[config.mk]
export PLATFORM = sky130hd
export DESIGN_NAME = ledDiagSeq
export DESIGN_NICKNAME = d
export VERILOG_FILES = /design/src/rtl/ledDiagPkg.sv /design/src/rtl/ledDiagEdge.sv /design/src/rtl/ledDiagCtrl.sv /design/src/rtl/ledDiagDpath.sv /design/src/rtl/ledDiagSeq.sv
export SDC_FILE = /design/constraint.sdc
export NUM_CORES = 1
export LEC_CHECK = 0
export BUFFER_PORTS_ARGS = -buffer_cell sky130_fd_sc_hd__buf_2
export CORE_MARGIN = 3
export CORE_UTILIZATION = 49
export CTS_CLUSTER_SIZE = 28
export DETAILED_ROUTE_END_ITERATION = 8
export HOLD_SLACK_MARGIN = 0.03
export PLACE_DENSITY = 0.81
export SYNTH_ARGS = -nofsm -noshare
export SYNTH_HDL_FRONTEND = slang
export SYNTH_HIERARCHICAL = 1
export SYNTH_SLANG_ARGS = --single-unit
[constraint.sdc]
create_clock -name clk -period 2.3 [get_ports clk]
set_input_delay 0.115 -clock clk [delete_from_list [all_inputs] [get_ports clk]]
set_output_delay 0.115 -clock clk [all_outputs]
set_load 0.005 [all_outputs]
[src/rtl/ledDiagPkg.sv]
package ledDiagPkg;

  typedef enum logic [2:0] {
    ST_IDLE,
    ST_SEL,
    ST_HOLD,
    ST_LC_ARM,
    ST_LC_RUN
  } diagState_t;

  typedef struct packed {
    logic enterErr;
    logic pulse;
    logic leaveErr;
    logic patLoad;
    logic latch;
    logic shutReq;
    logic wakeReq;
  } ctrlStrobe_t;

endpackage

[src/rtl/ledDiagEdge.sv]
module ledDiagEdge #(
  parameter int N = 3,
  parameter logic [N-1:0] RST_VAL = '0
) (
  input  logic         clk,
  input  logic         rstN,
  input  logic [N-1:0] sig,
  output logic [N-1:0] rise,
  output logic [N-1:0] fall
);

  logic [N-1:0] prevSig;

  for (genvar g = 0; g < N; g++) begin : gBit
    always_ff @(posedge clk or negedge rstN) begin
      if (!rstN) prevSig[g] <= RST_VAL[g];
      else       prevSig[g] <= sig[g];
    end
    assign rise[g] = sig[g] & ~prevSig[g];
    assign fall[g] = ~sig[g] & prevSig[g];
  end

endmodule

[src/rtl/ledDiagCtrl.sv]
module ledDiagCtrl
  import ledDiagPkg::*;
(
  input  logic        clk,
  input  logic        rstN,
  input  logic        serClk,
  input  logic        loadStrobe,
  input  logic        outEnN,
  input  logic        serIn,
  input  logic        lcSelected,
  output ctrlStrobe_t strb,
  output logic        errActive,
  output logic        lowCurrent
);

  localparam int IDX_CLK = 0;
  localparam int IDX_LD  = 1;
  localparam int IDX_OE  = 2;

  logic [2:0] rise, fall;
  diagState_t st, nxt;

  ledDiagEdge #(.N(3), .RST_VAL(3'b100)) u_edge (
    .clk (clk),
    .rstN(rstN),
    .sig ({outEnN, loadStrobe, serClk}),
    .rise(rise),
    .fall(fall)
  );

  always_comb begin
    nxt  = st;
    strb = '0;
    case (st)
      ST_IDLE: begin
        if (rise[IDX_LD] && outEnN) begin
          nxt = ST_SEL;
          strb.enterErr = 1'b1;
        end else begin
          if (rise[IDX_LD]) strb.latch = 1'b1;
          if (rise[IDX_CLK] && loadStrobe && !outEnN) begin
            if (serIn) strb.wakeReq = 1'b1;
            else       strb.shutReq = 1'b1;
          end
        end
      end
      ST_SEL: begin
        if (rise[IDX_CLK] && loadStrobe) strb.pulse = 1'b1;
        if (fall[IDX_LD]) nxt = lcSelected ? ST_LC_ARM : ST_HOLD;
      end
      ST_HOLD: begin
        if (rise[IDX_LD] && outEnN) begin
          nxt = ST_SEL;
          strb.enterErr = 1'b1;
        end else if (!outEnN) begin
          nxt = ST_IDLE;
          strb.leaveErr = 1'b1;
        end
      end
      ST_LC_ARM: begin
        if (rise[IDX_LD]) begin
          nxt = ST_LC_RUN;
          strb.patLoad = 1'b1;
        end
      end
      ST_LC_RUN: begin
        if (rise[IDX_OE]) begin
          nxt = ST_IDLE;
          strb.leaveErr = 1'b1;
        end
      end
      default: nxt = ST_IDLE;
    endcase
  end

  always_ff @(posedge clk or negedge rstN) begin
    if (!rstN) st <= ST_IDLE;
    else       st <= nxt;
  end

  assign errActive  = (st != ST_IDLE);
  assign lowCurrent = (st == ST_LC_RUN) && !outEnN;


  lc_arm_sel_chk: assert property (@(posedge clk) disable iff (!rstN)
    (st == ST_LC_ARM) |-> lcSelected);


  lc_exit_chk: assert property (@(posedge clk) disable iff (!rstN)
    (st == ST_LC_RUN && rise[IDX_OE]) |=> !errActive);


  enter_chk: assert property (@(posedge clk) disable iff (!rstN)
    (st == ST_IDLE && rise[IDX_LD] && outEnN) |=> (errActive && !lcSelected));

endmodule

[src/rtl/ledDiagDpath.sv]
module ledDiagDpath
  import ledDiagPkg::*;
#(
  parameter int PULSE_MAX = 3
) (
  input  logic        clk,
  input  logic        rstN,
  input  ctrlStrobe_t strb,
  input  logic        errActive,
  input  logic        serIn,
  input  logic        localFault,
  input  logic        outEnN,
  output logic        lcSelected,
  output logic        openSel,
  output logic        shortSel,
  output logic        lowCurSel,
  output logic        chainOut,
  output logic        dataLatch,
  output logic        patternLoad,
  output logic        driveEn,
  output logic        shutdown
);

  localparam int CNT_W = $clog2(PULSE_MAX + 1);
  localparam logic [CNT_W-1:0] CNT_MAX = CNT_W'(PULSE_MAX);

  logic [CNT_W-1:0] cnt;
  logic [PULSE_MAX:0] selVec;

  always_ff @(posedge clk or negedge rstN) begin
    if (!rstN) begin
      cnt <= '0;
    end else if (strb.enterErr || strb.leaveErr) begin
      cnt <= '0;
    end else if (strb.pulse && cnt != CNT_MAX) begin
      cnt <= cnt + 1'b1;
    end
  end

  for (genvar g = 0; g <= PULSE_MAX; g++) begin : gSel
    assign selVec[g] = errActive && (cnt == CNT_W'(g));
  end

  assign openSel    = selVec[1];
  assign shortSel   = selVec[2];
  assign lowCurSel  = selVec[PULSE_MAX];
  assign lcSelected = (cnt == CNT_MAX);
  assign chainOut   = selVec[0] ? (serIn & ~localFault) : 1'b1;

  always_ff @(posedge clk or negedge rstN) begin
    if (!rstN) begin
      shutdown    <= 1'b0;
      dataLatch   <= 1'b0;
      patternLoad <= 1'b0;
    end else begin
      if (strb.shutReq)      shutdown <= 1'b1;
      else if (strb.wakeReq) shutdown <= 1'b0;
      dataLatch   <= strb.latch & ~shutdown;
      patternLoad <= strb.patLoad;
    end
  end

  assign driveEn = ~outEnN & ~shutdown;


  pulse_sat_chk: assert property (@(posedge clk) disable iff (!rstN)
    (strb.pulse && cnt == CNT_MAX && !strb.enterErr && !strb.leaveErr) |=> (cnt == CNT_MAX));


  sel_onehot_chk: assert property (@(posedge clk) disable iff (!rstN)
    $onehot0({openSel, shortSel, lowCurSel}));


  shut_set_chk: assert property (@(posedge clk) disable iff (!rstN)
    strb.shutReq |=> shutdown);


  wake_clr_chk: assert property (@(posedge clk) disable iff (!rstN)
    strb.wakeReq |=> !shutdown);


  pat_pulse_chk: assert property (@(posedge clk) disable iff (!rstN)
    patternLoad |=> !patternLoad);

endmodule

[src/rtl/ledDiagSeq.sv]
module ledDiagSeq
  import ledDiagPkg::*;
#(
  parameter int PULSE_MAX = 3
) (
  input  logic clk,
  input  logic rstN,
  input  logic serClk,
  input  logic loadStrobe,
  input  logic outEnN,
  input  logic serIn,
  input  logic localFault,
  output logic errActive,
  output logic openSel,
  output logic shortSel,
  output logic lowCurSel,
  output logic lowCurrent,
  output logic patternLoad,
  output logic chainOut,
  output logic dataLatch,
  output logic driveEn,
  output logic shutdown
);

  ctrlStrobe_t strb;
  logic lcSelected;

  ledDiagCtrl u_ctrl (
    .clk       (clk),
    .rstN      (rstN),
    .serClk    (serClk),
    .loadStrobe(loadStrobe),
    .outEnN    (outEnN),
    .serIn     (serIn),
    .lcSelected(lcSelected),
    .strb      (strb),
    .errActive (errActive),
    .lowCurrent(lowCurrent)
  );

  ledDiagDpath #(.PULSE_MAX(PULSE_MAX)) u_dpath (
    .clk        (clk),
    .rstN       (rstN),
    .strb       (strb),
    .errActive  (errActive),
    .serIn      (serIn),
    .localFault (localFault),
    .outEnN     (outEnN),
    .lcSelected (lcSelected),
    .openSel    (openSel),
    .shortSel   (shortSel),
    .lowCurSel  (lowCurSel),
    .chainOut   (chainOut),
    .dataLatch  (dataLatch),
    .patternLoad(patternLoad),
    .driveEn    (driveEn),
    .shutdown   (shutdown)
  );

endmodule

==> flow_metrics.env <==
export IMPL_num_io_pins=17
export IMPL_place_gp_congestion=0.6929
export IMPL_synth_cells=63
export IMPL_grt_busiest_layer="met2"
export IMPL_cts_sinks=11
export IMPL_hold_path_class="primary input to register"
export IMPL_clk_latency_ns=0.27
export IMPL_critPathKind="primary input to register"
export IMPL_period_share=0.7611
export IMPL_timing_rr_start="u_ctrl/st[1]$_DFFE_PN0P_"
export IMPL_fin_tns_setup_ns=0
export IMPL_initial_utilization=0.5455
export IMPL_critical_path_endpoint_type="register"
export IMPL_p_leak_nw=0.3835
export IMPL_final_setup_viol_count=0
export IMPL_fillers=84
export IMPL_cellPowerDensity_nw_per_um2=766.5
export IMPL_row_count=12
export IMPL_clock_path_buffers=2
export IMPL_cp_start_kind="primary input"
export IMPL_fin_skew_ns=0.002209
export IMPL_use_met3=0.08225
export IMPL_seq_area_um2=276.5
export IMPL_path_max_fanout=4
export IMPL_hold_slack_ns=0.1815
export IMPL_dp_hpwl_um=892.2
export IMPL_clk_pin_slew_ns=0.07
export IMPL_ir_drop_uv=449.6
export IMPL_vias=502
export IMPL_die_w_um=41.88
export IMPL_grt_pass1_vias=452
export IMPL_reg2reg_depth=5
export IMPL_antenna_found_initial=0
export IMPL_max_freq_ghz=0.5713
export IMPL_io_buffers=16
export IMPL_overflow=0
export IMPL_coreArea_um2=1156
export IMPL_htree_num_levels=1
export IMPL_die_area_um2=1754
export IMPL_required_ns=2.52
export IMPL_vias_per_cell=5.020
export IMPL_final_max_slew_violation_count=0
export IMPL_wl_per_cell_um=11.84
export IMPL_multiInputGateArea_um2=320.3
export IMPL_syn_to_final_growth_pct=24.21
export IMPL_firstDrtPassIters=4
export IMPL_status="finished clean"
export IMPL_fin_crit_ns=1.750
export IMPL_grt_max_degree=12
export IMPL_die_y_um=41.88
export IMPL_nets=98
export IMPL_met1_usage=0.1617
export IMPL_rsz0062_at_grt="false"
export IMPL_slew_headroom=0.5217
export IMPL_met2_usage=0.2469
export IMPL_drt_wl_total_mm=1.184
export IMPL_crit_start="loadStrobe"
export IMPL_gr_usage_all_layers=0.1484
export IMPL_synth_nets=74
export IMPL_worst_pin_slew_ns=0.7075
export IMPL_cts_tree="yes"
export IMPL_ant_nets=0
export IMPL_drc_errors=0
export IMPL_layout_drive_gt1_share=0.3372
export IMPL_hold_viol=0
export IMPL_root_buffer="clkbuf_4"
export IMPL_syn_area_um2=630.6
export IMPL_ys_warn_count=6
export IMPL_arrival_ns=1.97
export IMPL_numCtsBuffers=3
export IMPL_syn_avg_cell_area_um2=10.01
export IMPL_first_iter_violations=12
export IMPL_cap_viol_max_count=0
export IMPL_min_from="serIn"
export IMPL_whs_path_depth=3
export IMPL_num_antenna_cells=0
export IMPL_grt_pass1_wl_mm=1.932
-- cell type report --
cell class	count	area share
repair buffers	20	0.1534
clock buffers	4	0.03355
inverters	6	0.02875
well taps	14	0.02236
flip-flops and latches	11	0.3530
multi-input cells	45	0.4089
-- critical path: stages --
cell	delay [ns]
dlygate4sd3_1	0.51
buf_2	0.13
nor2b_1	0.23
inv_1	0.11
nor4b_1	0.65
or2_2	0.23
-- timing repair --
item	CTS	global route
setup buffers	0	0
hold endpoints to repair	14	0
gates resized for setup	0	0
hold buffers	4	0
-- path summary, 6_finish.rpt --
path | endpoint | slack (ns)
max | u_ctrl/st[0]$_DFFE_PN0P_ | 0.55
min | u_dpath/shutdown$_DFFE_PN0P_ | 0.18
max reg2reg | u_dpath/shutdown$_DFFE_PN0P_ | 0.58
min reg2reg | u_dpath/dataLatch$_DFF_PN0_ | 0.49
max in group asynchronous | u_ctrl/u_edge/prevSig[2]$_DFF_PN1_ | 1.81
min in group asynchronous | u_ctrl/u_edge/prevSig[1]$_DFF_PN0_ | 0.23
-- layout by cell type, fill, tap and decap left out, drive strengths merged, types with 2 or more instances in the layout --
cell / count
nor3: 4
nor2b: 6
buf: 16
or3: 2
dfrtp: 10
dlygate4sd3: 4
inv: 6
o211ai: 2
ha: 4
clkbuf: 4
nand2: 4
nor2: 8
a21oi: 2
nand3b: 2
and2: 3
-- per-layer routing --
| metal | vias to the layer above | wire length [µm] |
|---|---|---|
| li1 | 257 | - |
| met1 | 230 | 486 |
| met2 | 13 | 597 |
| met3 | 2 | 84 |
| met4 | 0 | 16 |
| met5 | - | 0 |
-- registers in the layout (all words and copies together), names as in the netlist --
signal,cells
u_dpath/cnt,2
u_dpath/shutdown,1
u_ctrl/st,3
u_dpath/dataLatch,1
u_ctrl/u_edge/prevSig,3
u_dpath/patternLoad,1
-- metrics by stage --
stage               instance area [µm²]    util  instances  power [mW]  setup WS [ns]
global route                      783.3  0.6775        100      0.6442         0.3879
floorplan                         630.6       -         63      0.3983         0.6428
finish                            783.3  0.6775        100      0.6004         0.5496
CTS                               783.3  0.6775        100      0.6106         0.5528
global placement                  716.9  0.6201         92      0.4565         0.6381
detailed placement                716.9  0.6201         92      0.4696         0.5790
-- report_power, final --
part           leakage, nW  internal, mW  total [mW]  switching (mW)
sequential           0.141         0.228       0.272          0.0438
combinational        0.228         0.101       0.195          0.0942
clock               0.0150        0.0673       0.133          0.0658
Note: power is estimated with default switching activity, not from simulation.
